### src/rtl/simd_pkg.sv
package simd_pkg;

  typedef enum logic [1:0] {
    K_ADD = 2'd0,
    K_SUB = 2'd1,
    K_ASX = 2'd2,
    K_SAX = 2'd3
  } kind_e;

  typedef enum logic [1:0] {
    F_WRAP  = 2'd0,
    F_CLAMP = 2'd1,
    F_AVG   = 2'd2,
    F_MISC  = 2'd3
  } flav_e;

  typedef struct packed {
    logic  uns;
    flav_e flav;
    logic  wide;
    kind_e kind;
  } simd_op_t;

endpackage

### src/rtl/simd_lane.sv
module simd_lane
  import simd_pkg::*;
#(
  parameter int W = 8
) (
  input  logic [W-1:0] a,
  input  logic [W-1:0] b,
  input  logic         sub,
  input  logic         uns,
  input  flav_e        flav,
  output logic [W-1:0] res,
  output logic         ge,
  output logic         clamp_evt
);
  localparam int XW = W + 2;
  localparam logic [W-1:0] UMAX = {W{1'b1}};
  localparam logic [W-1:0] SMAX = {1'b0, {(W-1){1'b1}}};
  localparam logic [W-1:0] SMIN = {1'b1, {(W-1){1'b0}}};

  function automatic logic [XW-1:0] widen(input logic [W-1:0] v, input logic u);
    return u ? {2'b00, v} : {{2{v[W-1]}}, v};
  endfunction

  function automatic logic [W-1:0] clamp_val(input logic [XW-1:0] f, input logic u,
                                             output logic hit);
    logic neg, over, under;
    neg   = f[XW-1];
    over  = u ? (!neg && f[W]) : (!neg && (f[W:W-1] != 2'b00));
    under = u ? neg : (neg && (f[W:W-1] != 2'b11));
    hit   = over || under;
    if (over)       return u ? UMAX : SMAX;
    else if (under) return u ? '0 : SMIN;
    else            return f[W-1:0];
  endfunction

  logic [XW-1:0] full;
  logic [W-1:0]  sat_v;
  logic          sat_hit;

  always_comb begin
    full  = sub ? (widen(a, uns) - widen(b, uns)) : (widen(a, uns) + widen(b, uns));
    sat_v = clamp_val(full, uns, sat_hit);
    ge    = (uns && !sub) ? full[W] : !full[XW-1];
    unique case (flav)
      F_CLAMP: res = sat_v;
      F_AVG:   res = full[W:1];
      default: res = full[W-1:0];
    endcase
    clamp_evt = (flav == F_CLAMP) && sat_hit;
  end

  always_comb begin

    if (clamp_evt) begin
      sat_bound_chk: assert (uns ? (res == UMAX || res == '0) : (res == SMAX || res == SMIN));
    end

    if (flav == F_WRAP && uns && !sub) begin
      carry_flag_chk: assert (ge == (res < a));
    end

    if (flav == F_AVG && !sub) begin
      if (uns) begin
        avg_mid_chk: assert (res >= ((a < b) ? a : b) && res <= ((a < b) ? b : a));
      end else begin
        avg_smid_chk: assert ($signed(res) >= (($signed(a) < $signed(b)) ? $signed(a) : $signed(b))
                           && $signed(res) <= (($signed(a) < $signed(b)) ? $signed(b) : $signed(a)));
      end
    end
  end

endmodule

### src/rtl/simd_absdiff_sum.sv
module simd_absdiff_sum #(
  parameter int DW = 32
) (
  input  logic [DW-1:0] a,
  input  logic [DW-1:0] b,
  input  logic [DW-1:0] acc,
  input  logic          use_acc,
  output logic [DW-1:0] sum
);
  localparam int NB = DW / 8;
  localparam logic [DW-1:0] MAX_SAD = DW'(NB * 255);

  function automatic logic [7:0] absdiff(input logic [7:0] x, input logic [7:0] y);
    return (x > y) ? (x - y) : (y - x);
  endfunction

  logic [7:0] d [NB];

  for (genvar i = 0; i < NB; i++) begin : g_diff
    assign d[i] = absdiff(a[8*i +: 8], b[8*i +: 8]);
  end

  always_comb begin
    sum = use_acc ? acc : '0;
    for (int i = 0; i < NB; i++) sum = sum + {{(DW-8){1'b0}}, d[i]};
  end

  always_comb begin

    sad_range_chk: assert ((sum - (use_acc ? acc : '0)) <= MAX_SAD);
  end

endmodule

### src/rtl/simd_byte_sel.sv
module simd_byte_sel #(
  parameter int DW = 32
) (
  input  logic [DW-1:0]   a,
  input  logic [DW-1:0]   b,
  input  logic [DW/8-1:0] pick_a,
  output logic [DW-1:0]   y
);
  localparam int NB = DW / 8;

  for (genvar i = 0; i < NB; i++) begin : g_byte
    assign y[8*i +: 8] = pick_a[i] ? a[8*i +: 8] : b[8*i +: 8];

    always_comb begin

      if (a[8*i +: 8] != b[8*i +: 8]) begin
        sel_src_chk: assert ((y[8*i +: 8] == a[8*i +: 8]) == pick_a[i]);
      end
    end
  end

endmodule

### src/rtl/simd_addsub_sel.sv
module simd_addsub_sel
  import simd_pkg::*;
#(
  parameter int DW = 32
) (
  input  logic [5:0]      op_code,
  input  logic [DW-1:0]   opa,
  input  logic [DW-1:0]   opb,
  input  logic [DW-1:0]   acc,
  input  logic [DW/8-1:0] flags_in,
  output logic [DW-1:0]   result,
  output logic [DW/8-1:0] flags_out
);
  localparam int NB = DW / 8;
  localparam int NH = DW / 16;

  simd_op_t opf;
  assign opf = simd_op_t'(op_code);

  logic            use_half;
  logic [DW-1:0]   byte_res, half_res, sel_res, sad_res;
  logic [NB-1:0]   byte_ge, half_ge_dup;
  logic [NB-1:0]   byte_clamp;
  logic [NH-1:0]   half_ge, half_clamp;

  assign use_half = opf.wide || opf.kind[1];

  for (genvar i = 0; i < NB; i++) begin : g_b
    simd_lane #(.W(8)) u_lane (
      .a        (opa[8*i +: 8]),
      .b        (opb[8*i +: 8]),
      .sub      (opf.kind == K_SUB),
      .uns      (opf.uns),
      .flav     (opf.flav),
      .res      (byte_res[8*i +: 8]),
      .ge       (byte_ge[i]),
      .clamp_evt(byte_clamp[i])
    );
  end

  for (genvar j = 0; j < NH; j++) begin : g_h
    localparam bit IS_HI = (j % 2) == 1;
    logic        h_sub;
    logic [15:0] h_b;

    always_comb begin
      unique case (opf.kind)
        K_ADD:   h_sub = 1'b0;
        K_SUB:   h_sub = 1'b1;
        K_ASX:   h_sub = !IS_HI;
        default: h_sub = IS_HI;
      endcase
      h_b = opf.kind[1] ? opb[16*(j ^ 1) +: 16] : opb[16*j +: 16];
    end

    simd_lane #(.W(16)) u_lane (
      .a        (opa[16*j +: 16]),
      .b        (h_b),
      .sub      (h_sub),
      .uns      (opf.uns),
      .flav     (opf.flav),
      .res      (half_res[16*j +: 16]),
      .ge       (half_ge[j]),
      .clamp_evt(half_clamp[j])
    );

    assign half_ge_dup[2*j]   = half_ge[j];
    assign half_ge_dup[2*j+1] = half_ge[j];
  end

  simd_byte_sel #(.DW(DW)) u_sel (
    .a     (opa),
    .b     (opb),
    .pick_a(flags_in),
    .y     (sel_res)
  );

  simd_absdiff_sum #(.DW(DW)) u_sad (
    .a      (opa),
    .b      (opb),
    .acc    (acc),
    .use_acc(opf.kind == K_ASX),
    .sum    (sad_res)
  );

  always_comb begin
    if (opf.flav == F_MISC) begin
      unique case (opf.kind)
        K_ADD:   result = sel_res;
        K_SUB,
        K_ASX:   result = sad_res;
        default: result = '0;
      endcase
    end else begin
      result = use_half ? half_res : byte_res;
    end
    if (opf.flav == F_WRAP) flags_out = use_half ? half_ge_dup : byte_ge;
    else                    flags_out = flags_in;
  end

  always_comb begin

    if (opf.flav == F_WRAP && use_half) begin
      for (int k = 0; k < NH; k++) begin
        pair_flag_chk: assert (flags_out[2*k] == flags_out[2*k+1]);
      end
    end

    if (opf.flav != F_CLAMP) begin
      clamp_idle_chk: assert (byte_clamp == '0 && half_clamp == '0);
    end
  end

endmodule

### config.mk
export PLATFORM = sky130hd
export DESIGN_NAME = simd_addsub_sel
export DESIGN_NICKNAME = d
export VERILOG_FILES = /design/src/rtl/simd_pkg.sv /design/src/rtl/simd_lane.sv /design/src/rtl/simd_absdiff_sum.sv /design/src/rtl/simd_byte_sel.sv /design/src/rtl/simd_addsub_sel.sv
export SDC_FILE = /design/constraint.sdc
export NUM_CORES = 1
export LEC_CHECK = 0
export ABC_AREA = 1
export BUFFER_PORTS_ARGS = -buffer_cell sky130_fd_sc_hd__buf_2
export CAP_MARGIN = 0
export CORE_MARGIN = 2
export CORE_UTILIZATION = 55
export DETAILED_ROUTE_END_ITERATION = 8
export PLACE_DENSITY = 0.82
export SLEW_MARGIN = 5
export SYNTH_ARGS = -nofsm -noshare
export SYNTH_HDL_FRONTEND = slang
export SYNTH_SLANG_ARGS = --single-unit
### constraint.sdc
create_clock -name vclk -period 7.6
set_input_delay 0.38 -clock vclk [all_inputs]
set_output_delay 0.38 -clock vclk [all_outputs]
set_load 0.02 [all_outputs]
==> metrics <==
Via-to-Cell Ratio 5.83; count of placed standard cells including taps 2925; total die area 25900 um^2; CP Data Required Time roughly 7.2 ns; DR DRC count 0; initial antenna violation count 3; Critical Path Most Common Cell sky130_fd_sc_hd__nand2_1; first-pass iteration count of the detailed router 6; leakage power about 8.3 nW; largest net degree at the start of global routing 91; die width ~160 um; crit path kind primary input to output port; wire length after detailed routing ~50 mm; Detailed Place HPWL between 40 and 50 mm; fraction of final layout cells with drive strength greater than 1 8.60%; normalized max-slew margin between 30% and 40%; Remaining Overflow, GRT 0; Startpoint Class primary input; final estimated routing congestion in global placement 1.11; number of unique standard cell types used by synthesis 53; WL/cell roughly 17 um; proportion of synthesized chip area in sequential cells 0%; worst endpoint data arrival time around 6.8 ns; kind of cell with the highest combined delay on the critical path adder cells; count of mapped cells out of synthesis between 2000 and 3000; Seq cells 0; row count 57; Floorplan Core Area approximately 24000 um^2; die boundary height ~160 um; First DRT Iteration DRCs a little over 2000; area taken by flip-flops and latches 0 um^2; peak per-stage delay on the critical path ~0.55 ns; total of clock buffers placed in the layout 0; Max-Cap Viols 0; starting density of the core between 50% and 60%; Final Slew Violations 0; PortBufs 142; crit path buf inv count 9; Synth Warn # 0; net count of the mapped netlist 2820; GRT Total Usage around 37%; PD cells between 150 and 200 nW/um^2; IO Pins 142; count of antenna-violating nets left after detailed routing 0; via count of the first global-routing pass about 15000; clock period minus final worst setup slack 7.20 ns; fin cells between 2000 and 3000; via count roughly 17000; global-route wire length before repair approximately 79 mm; Fin. Hold Viols 0; # hold bufs at CTS 0; number of nets at the end of the flow 2905; fmax approximately 140 MHz; combined area of all synthesized cells ~14000 um^2; master of the slowest instance on the critical path sky130_fd_sc_hd__fa_1; peak supply drop around 0.60 mV; maximum net fanout on the critical path 7; outcome completed; CP Capture Type output port; pin slew with the least headroom to its limit 0.961 ns; final setup violating endpoints 0; Final period util around 95%; area grow syn2layout 6.55%; class of the tightest hold or removal check primary input to output port; Syn Area/Cell 5.38 um^2; hold_ws approximately 1.3 ns
[cells in the final DEF, fill, tap and decap left out, types with 4 or more instances in the layout]
cell                       netlist  routed
sky130_fd_sc_hd__a21o_1          5       5
sky130_fd_sc_hd__a21oi_1       172     172
sky130_fd_sc_hd__a31oi_1        11      11
sky130_fd_sc_hd__and2_1          6       6
sky130_fd_sc_hd__buf_2           6     142
sky130_fd_sc_hd__buf_4           1      19
sky130_fd_sc_hd__fa_1           37      37
sky130_fd_sc_hd__ha_1          155     154
sky130_fd_sc_hd__inv_1         398     398
sky130_fd_sc_hd__nand2_1       826     825
sky130_fd_sc_hd__nand2_2        14      15
sky130_fd_sc_hd__nand3_1       134     134
sky130_fd_sc_hd__nand3_2         5       5
sky130_fd_sc_hd__nand3b_1       20      20
sky130_fd_sc_hd__nand4_1        21      21
sky130_fd_sc_hd__nor2_1        158     154
sky130_fd_sc_hd__nor2_2          4       8
sky130_fd_sc_hd__nor3_1         26      25
sky130_fd_sc_hd__nor4_1          4       4
sky130_fd_sc_hd__o211ai_1       11      11
sky130_fd_sc_hd__o21a_1          6       6
sky130_fd_sc_hd__o21ai_0       209     206
sky130_fd_sc_hd__o21ai_1        12      15
sky130_fd_sc_hd__o21ai_2        10      10
sky130_fd_sc_hd__o21bai_1       16      16
sky130_fd_sc_hd__o22ai_1        10      10
sky130_fd_sc_hd__o31ai_1         8       8
sky130_fd_sc_hd__or2_2           9       9
sky130_fd_sc_hd__xnor2_1        37      37
sky130_fd_sc_hd__xor2_1         88      88
[cell type report]
class,instances,area [um^2]
inverters,402,1510
repair buffers,161,853
fillers,2584,9790
multi-input cells,2042,11700
well taps,324,405
diodes,3,7.51
[cells in the mapped netlist, drive strengths merged (16+ instances only)]
master,count,area [um^2]
nand2,843,3220
inv,400,1500
o21ai,234,1240
a21oi,172,861
nor2,163,629
ha,155,1940
nand3,141,756
xor2,88,771
clkbuf,53,200
fa,37,741
xnor2,37,324
nor3,26,130
buf,25,198
nand4,21,131
nand3b,20,150
o21bai,16,120
[tightest hold or removal path, delay by kind of cell]
family,cells,cell delay [ns]
AND/OR/NAND/NOR,1,0.14
buffers and inverters,2,0.36
AO/OA/AOI/OAI,1,0.06
[per-stage QoR]
stage	util, %	setup slack [ns]	instance area (um^2)	TNS [ns]	power [mW]
finish	59.6	0.402	14500	0	2.83
global route	59.6	-0.0851	14500	-0.0851	3.15
CTS	59.4	0.310	14400	0	2.73
detailed placement	59.4	0.333	14400	0	2.72
global placement	59.4	0.523	14400	0	2.64
floorplan	-	1.37	13600	0	2.04
[final timing paths]
path                    start      endpoint  slack, ns  cells past startpoint
hold / removal    flags_in[2]  flags_out[2]       1.32                      4
setup / recovery      opa[24]    result[30]       0.40                     36
[timing repair]
action,CTS,global route
gates resized for setup,0,8
setup buffers,0,4
endpoints found under the setup margin,0,14
[per-layer routing]
layer	part of all wire (%)	global-route usage [%]	up-vias
met3	13	6.29	147
met4	4.2	13.6	0
met2	40	54.1	1098
met5	0	0	-
met1	43	55.4	7626
li1	-	-	8234
[cells by family after synthesis]
logic type | after synthesis | synth area share, %
AOI/OAI and AO/OA | 484 | 19.7
buffers and inverters | 480 | 14.1
xor gates and xnor gates | 125 | 8.07
muxes | 6 | 0.470
adders and majority gates | 192 | 19.7
and+or+nand+nor | 1235 | 37.9
[where the power goes]
group	leakage, nW	switching [mW]	total, mW	internal, mW
registers	0	0	0	0
logic	8.30	1.86	2.83	0.967
clock network	0.0000190	0	0.0000000529	0.0000000529
(Power assumes the default switching activity.)
